**src/rtl/cursor_shadow_regs.sv**
```systemverilog
module cursor_shadow_regs #(
  parameter int DATA_W = 32,
  parameter int MODE_W = 3
) (
  input  logic              clk,
  input  logic              rst_n,
  input  logic              wr_en,
  input  logic [1:0]        wr_addr,
  input  logic [DATA_W-1:0] wr_data,
  input  logic              vblank,
  input  logic [1:0]        rd_addr,
  output logic [DATA_W-1:0] rd_data,
  output logic              cur_enabled,
  output logic              armed
);
  localparam int NREG = 4;
  localparam logic [1:0] A_CTRL = 2'd0;
  localparam logic [1:0] A_POS  = 2'd1;
  localparam logic [1:0] A_BASE = 2'd2;
  localparam logic [1:0] A_CLIP = 2'd3;

  logic [DATA_W-1:0] pend [NREG];
  logic [DATA_W-1:0] act  [NREG];
  logic armed_q, arm_nxt, xfer, wr_mode_on;

  assign wr_mode_on  = |wr_data[MODE_W-1:0];
  assign xfer        = vblank && armed_q && !wr_en;
  assign cur_enabled = |act[A_CTRL][MODE_W-1:0];
  assign rd_data     = act[rd_addr];
  assign armed       = armed_q;

  always_comb begin
    arm_nxt = armed_q;
    if (wr_en) begin
      if (wr_addr == A_BASE)
        arm_nxt = 1'b1;
      else if (wr_addr == A_CTRL && !cur_enabled && wr_mode_on)
        arm_nxt = 1'b1;
      else
        arm_nxt = 1'b0;
    end else if (xfer) begin
      arm_nxt = 1'b0;
    end
  end

  always_ff @(posedge clk) begin
    if (!rst_n) begin
      for (int i = 0; i < NREG; i++) begin
        pend[i] <= '0;
        act[i]  <= '0;
      end
      armed_q <= 1'b0;
    end else begin
      if (wr_en) pend[wr_addr] <= wr_data;
      if (xfer)
        for (int i = 0; i < NREG; i++) act[i] <= pend[i];
      armed_q <= arm_nxt;
    end
  end

  p_base_arms_r3: assert property (@(posedge clk) disable iff (!rst_n)
    wr_en && wr_addr == A_BASE |=> armed);

  p_pos_cancels_r5: assert property (@(posedge clk) disable iff (!rst_n)
    wr_en && (wr_addr == A_POS || wr_addr == A_CLIP) |=> !armed);

  p_enable_arms_r6: assert property (@(posedge clk) disable iff (!rst_n)
    wr_en && wr_addr == A_CTRL && !cur_enabled && wr_data[MODE_W-1:0] != '0 |=> armed);

  p_ctrl_enabled_no_arm_r7: assert property (@(posedge clk) disable iff (!rst_n)
    wr_en && wr_addr == A_CTRL && cur_enabled |=> !armed);

  p_write_beats_vblank_r9: assert property (@(posedge clk) disable iff (!rst_n)
    wr_en && vblank |=> $stable({act[0], act[1], act[2], act[3]}));

  p_xfer_clears_r10: assert property (@(posedge clk) disable iff (!rst_n)
    vblank && armed && !wr_en |=> !armed);

  p_idle_vblank_r10: assert property (@(posedge clk) disable iff (!rst_n)
    !armed |=> $stable({act[0], act[1], act[2], act[3]}));
endmodule

```
**config.mk**
```make
export PLATFORM = sky130hd
export DESIGN_NAME = cursor_shadow_regs
export DESIGN_NICKNAME = d
export VERILOG_FILES = /design/src/rtl/cursor_shadow_regs.sv
export SDC_FILE = /design/constraint.sdc
export NUM_CORES = 1
export LEC_CHECK = 0
export CELL_PAD_IN_SITES_DETAIL_PLACEMENT = 1
export CELL_PAD_IN_SITES_GLOBAL_PLACEMENT = 1
export CORE_MARGIN = 3
export CORE_UTILIZATION = 45
export CTS_CLUSTER_SIZE = 24
export DETAILED_ROUTE_END_ITERATION = 16
export MAX_ROUTING_LAYER = met4
export PLACE_DENSITY = 0.85
export SLEW_MARGIN = 20
export SYNTH_ARGS = -nofsm -noshare
export SYNTH_HDL_FRONTEND = slang
export SYNTH_SLANG_ARGS = --single-unit
```
**constraint.sdc**
```tcl
create_clock -name clk -period 3.6 [get_ports clk]
set_input_delay 0.36 -clock clk [delete_from_list [all_inputs] [get_ports clk]]
set_output_delay 0.36 -clock clk [all_outputs]
set_load 0.02 [all_outputs]
```
==> out/results.md <==
| Quantity | Value | Unit |
| --- | --- | --- |
| Largest fanout on the critical path | 17 | - |
| Placeable core region | 22900 | um2 |
| DIE AREA | 25500 | um2 |
| Number of synthesized register bits | 257 | - |
| Power per Cell Area | 518 | nW/um2 |
| WL met2 | 12300 | um |
| Mean Syn Cell Area | 16.8 | um2 |
| Detailed Route Iter0 Violations | 298 | - |
| Count of nets left with antenna violations after detail routing | 0 | - |
| Vias per Instance | 5.00 | - |
| TritonCTS clock tree | done | - |
| Detailed-routed wire length on met3 | 999 | um |
| Setup Fix Bufs, Post-CTS | 0 | - |
| Actual transition at the worst max-transition pin | 0.995 | ns |
| Reg clk slew, reported paths | 0.06 | ns |
| Height of the chip | 160 | um |
| Final clock skew | 0.0189 | ns |
| Met1 WL | 8440 | um |
| Drc violations | 0 | - |
| Synthesized area | 10600 | um2 |
| Starting density of the core | 46.4 | % |
| Worst min-delay path category | flip-flop to flip-flop | - |
| DR vias | 5203 | - |
| Routed Wire Length | 22100 | um |
| Total grt overflow | 0 | - |
| Routed wire length per instance | 21.2 | um |
| Clock latency reported for the late side of the worst-skew pair | 0.52 | ns |
| Buffer type at the clock tree root | sky130_fd_sc_hd__clkbuf_16 | - |
| Drt first pass iters | 4 | - |
| Initial antenna violation count | 1 | - |
| Die width | 160 | um |
| Post-cts repair resize count | 0 | - |
| Power share of the sequential group | 55.2 | % |
| Fraction of power spent switching nets | 21.4 | % |
| Number of warnings printed during yosys synthesis | 0 | - |
| Setup violation total in the final timing report | 0 | - |
| Number of buffers inserted for hold repair after clock tree synthesis | 0 | - |
| Kind of start point of the critical path | input port | - |
| Part of the power in the clock network | 37.8 | % |
| Period utilisation layout | 70.9 | % |
| Cell-internal power | 0.00501 | W |
| Slew HR | 33.7 | % |
| Logic gate share of total power | 7.0 | % |
| Non-filler instance count after layout | 1041 | - |
| Number of cell rows | 55 | - |
| Synthesized Nets | 674 | - |
| GP Congestion | 0.704 | - |
| Crit path DAT | 2.19 | ns |
| Number of global-route vias before repair | 5866 | - |
| Highest Signal Layer | met4 | - |
| Share of cells above drive strength 1 | 14.4 | % |
| Number of levels the H-tree was split into | 1 | - |
| Total clock sinks | 257 | - |
| Detailed placement HPWL | 13200 | um |
| Number of input and output port buffers inserted | 73 | - |
| DP Cell Count | 994 | - |
| Post-layout min period | 2.55 | ns |
| Worst endpoint required time | 3.24 | ns |
| Highest clock rate | 0.392 | GHz |
| Final-report hold violation count | 0 | - |
| Leakage power | 4.75 | nW |
| Worst Path Class, Setup | input port to output pin | - |
| Clock buffer depth | 3 | - |
| Post-Synthesis Cells | 634 | - |
| Count of maximum capacitance violations | 0 | - |
| I/O Pins | 74 | - |
| Setup TNS | 0 | ns |
| Number of nets in the layout | 749 | - |
| Number of distinct standard cells referenced by the synthesized netlist | 26 | - |
| RSZ-0062 raised after global routing | false | - |
| P_sw | 0.00137 | W |
| IR drop worst, VDD | 0.000325 | V |
| Growth of design area from synthesis to finish | 15.7 | % |
| Final Slew Violations | 0 | - |
| First-pass GRT wire length | 33900 | um |
| Worst setup EP type | output pin | - |
| Proportion of synthesized chip area in sequential cells | 72.4 | % |
| Total clock buffers created by CTS | 26 | - |
| Number of fill cells | 2095 | - |
| Status | finished clean | - |
| GRT Util Overall | 17.8 | % |
| Maximum number of pins on one net before global-route repair | 129 | - |
==> sequential cells by signal (all words and copies together), names as in the netlist <==
register  flops
armed         1
pend        128
act         128
==> final cells by class <==
class | count | area, um2 | area share [%]
tap | 313 | 392 | 3.18
inverter | 33 | 124 | 1.01
multi-input combinational | 307 | 2500 | 20.3
antenna | 1 | 2.50 | 0.0203
clock inverter | 14 | 63.8 | 0.518
clock buffer | 32 | 694 | 5.64
sequential | 257 | 7710 | 62.6
timing repair buffer | 84 | 828 | 6.73
==> cell usage in the layout, fill, tap and decap left out, types with 2 or more instances in the layout <==
cell type and count:
sky130_fd_sc_hd__and2_1 128, sky130_fd_sc_hd__buf_12 2, sky130_fd_sc_hd__buf_2 2, sky130_fd_sc_hd__buf_4 9
sky130_fd_sc_hd__clkbuf_1 5, sky130_fd_sc_hd__clkbuf_16 27, sky130_fd_sc_hd__clkdlybuf4s50_1 71, sky130_fd_sc_hd__clkinv_1 5
sky130_fd_sc_hd__clkinv_2 9, sky130_fd_sc_hd__edfxtp_1 256, sky130_fd_sc_hd__inv_1 33, sky130_fd_sc_hd__mux4_1 24
sky130_fd_sc_hd__mux4_2 8, sky130_fd_sc_hd__nand2_1 4, sky130_fd_sc_hd__nand2_4 31, sky130_fd_sc_hd__nand2b_2 2
sky130_fd_sc_hd__nor2_1 90, sky130_fd_sc_hd__nor2_2 6, sky130_fd_sc_hd__o21ai_4 3
==> power by group through the flow <==
stage	logic [W]	clock network (W)	registers, W
final	0.000446	0.00241	0.00352
after global placement	0.000440	0	0.00356
after detailed placement	0.000455	0	0.00358
after global routing	0.000475	0.00259	0.00354
after CTS	0.000456	0.00246	0.00352
after floorplan	0.000252	0	0.00356
==> kinds of logic after synthesis <==
family          synth area share, %
buf+inv                        4.54
simple gates                   15.2
mux                            7.62
flops                          72.4
compound gates                0.223
==> metal layers <==
layer | vias to the layer above | global-route usage, %
met5 | - | -
met4 | 0 | 4.65
met3 | 23 | 2.20
met2 | 124 | 32.9
met1 | 2653 | 20.6
li1 | 2403 | -
==> cells in the mapped netlist <==
cell	number	share of area (%)
sky130_fd_sc_hd__and3_4	1	0.11
sky130_fd_sc_hd__buf_2	11	0.52
sky130_fd_sc_hd__o41ai_1	1	0.082
sky130_fd_sc_hd__nor2_2	6	0.35
sky130_fd_sc_hd__inv_1	33	1.2
sky130_fd_sc_hd__buf_6	13	1.4
sky130_fd_sc_hd__buf_12	6	1.1
sky130_fd_sc_hd__or2_2	1	0.059
sky130_fd_sc_hd__o21ai_0	3	0.14
sky130_fd_sc_hd__or3_4	1	0.11
sky130_fd_sc_hd__mux4_1	24	5.9
sky130_fd_sc_hd__nor2_1	90	3.2
sky130_fd_sc_hd__nand2_1	6	0.21
sky130_fd_sc_hd__nand3b_1	1	0.071
sky130_fd_sc_hd__and2_1	129	7.6
sky130_fd_sc_hd__clkbuf_1	4	0.14
sky130_fd_sc_hd__edfxtp_1	256	72
sky130_fd_sc_hd__nand2b_1	2	0.12
sky130_fd_sc_hd__nand3_1	1	0.047
sky130_fd_sc_hd__nor2b_2	1	0.082
sky130_fd_sc_hd__dfxtp_1	1	0.19
sky130_fd_sc_hd__mux4_2	8	1.7
sky130_fd_sc_hd__nand2_4	30	3.2
sky130_fd_sc_hd__nor4_1	1	0.059
sky130_fd_sc_hd__nor2b_1	1	0.059
sky130_fd_sc_hd__buf_4	3	0.21
==> path summary, 6_finish.rpt <==
| kind | startpoint | endpoint | slack [ns] | cells after the start |
|---|---|---|---|---|
| worst max register to register | armed | act[1][6] | 1.77 | 3 |
| worst min-delay path | pend[2][26] | act[2][26] | 0.52 | 1 |
| worst max-delay path | rd_addr[0] | rd_data[31] | 1.05 | 4 |
| worst min register to register | pend[2][26] | act[2][26] | 0.52 | 1 |
==> critical path, stage by stage <==
cell and delay [ns]:
sky130_fd_sc_hd__buf_2 0.22, sky130_fd_sc_hd__buf_4 0.36, sky130_fd_sc_hd__mux4_1 0.66, sky130_fd_sc_hd__clkdlybuf4s50_1 0.57
==> per-stage QoR <==
| stage | worst slack, ns | area [um2] | power (W) | utilization, % | hold WS [ns] |
|---|---|---|---|---|---|
| floorplan | 0.0651 | 10600 | 0.00382 | - | 0.462 |
| global placement | 1.03 | 11600 | 0.00400 | 50.4 | 0.497 |
| detailed placement | 0.951 | 11600 | 0.00404 | 50.4 | 0.506 |
| CTS | 1.03 | 12300 | 0.00644 | 53.7 | 0.520 |
| global route | 0.969 | 12300 | 0.00660 | 53.7 | 0.530 |
| finish | 1.05 | 12300 | 0.00638 | 53.7 | 0.516 |
(Power assumes the default switching activity.)
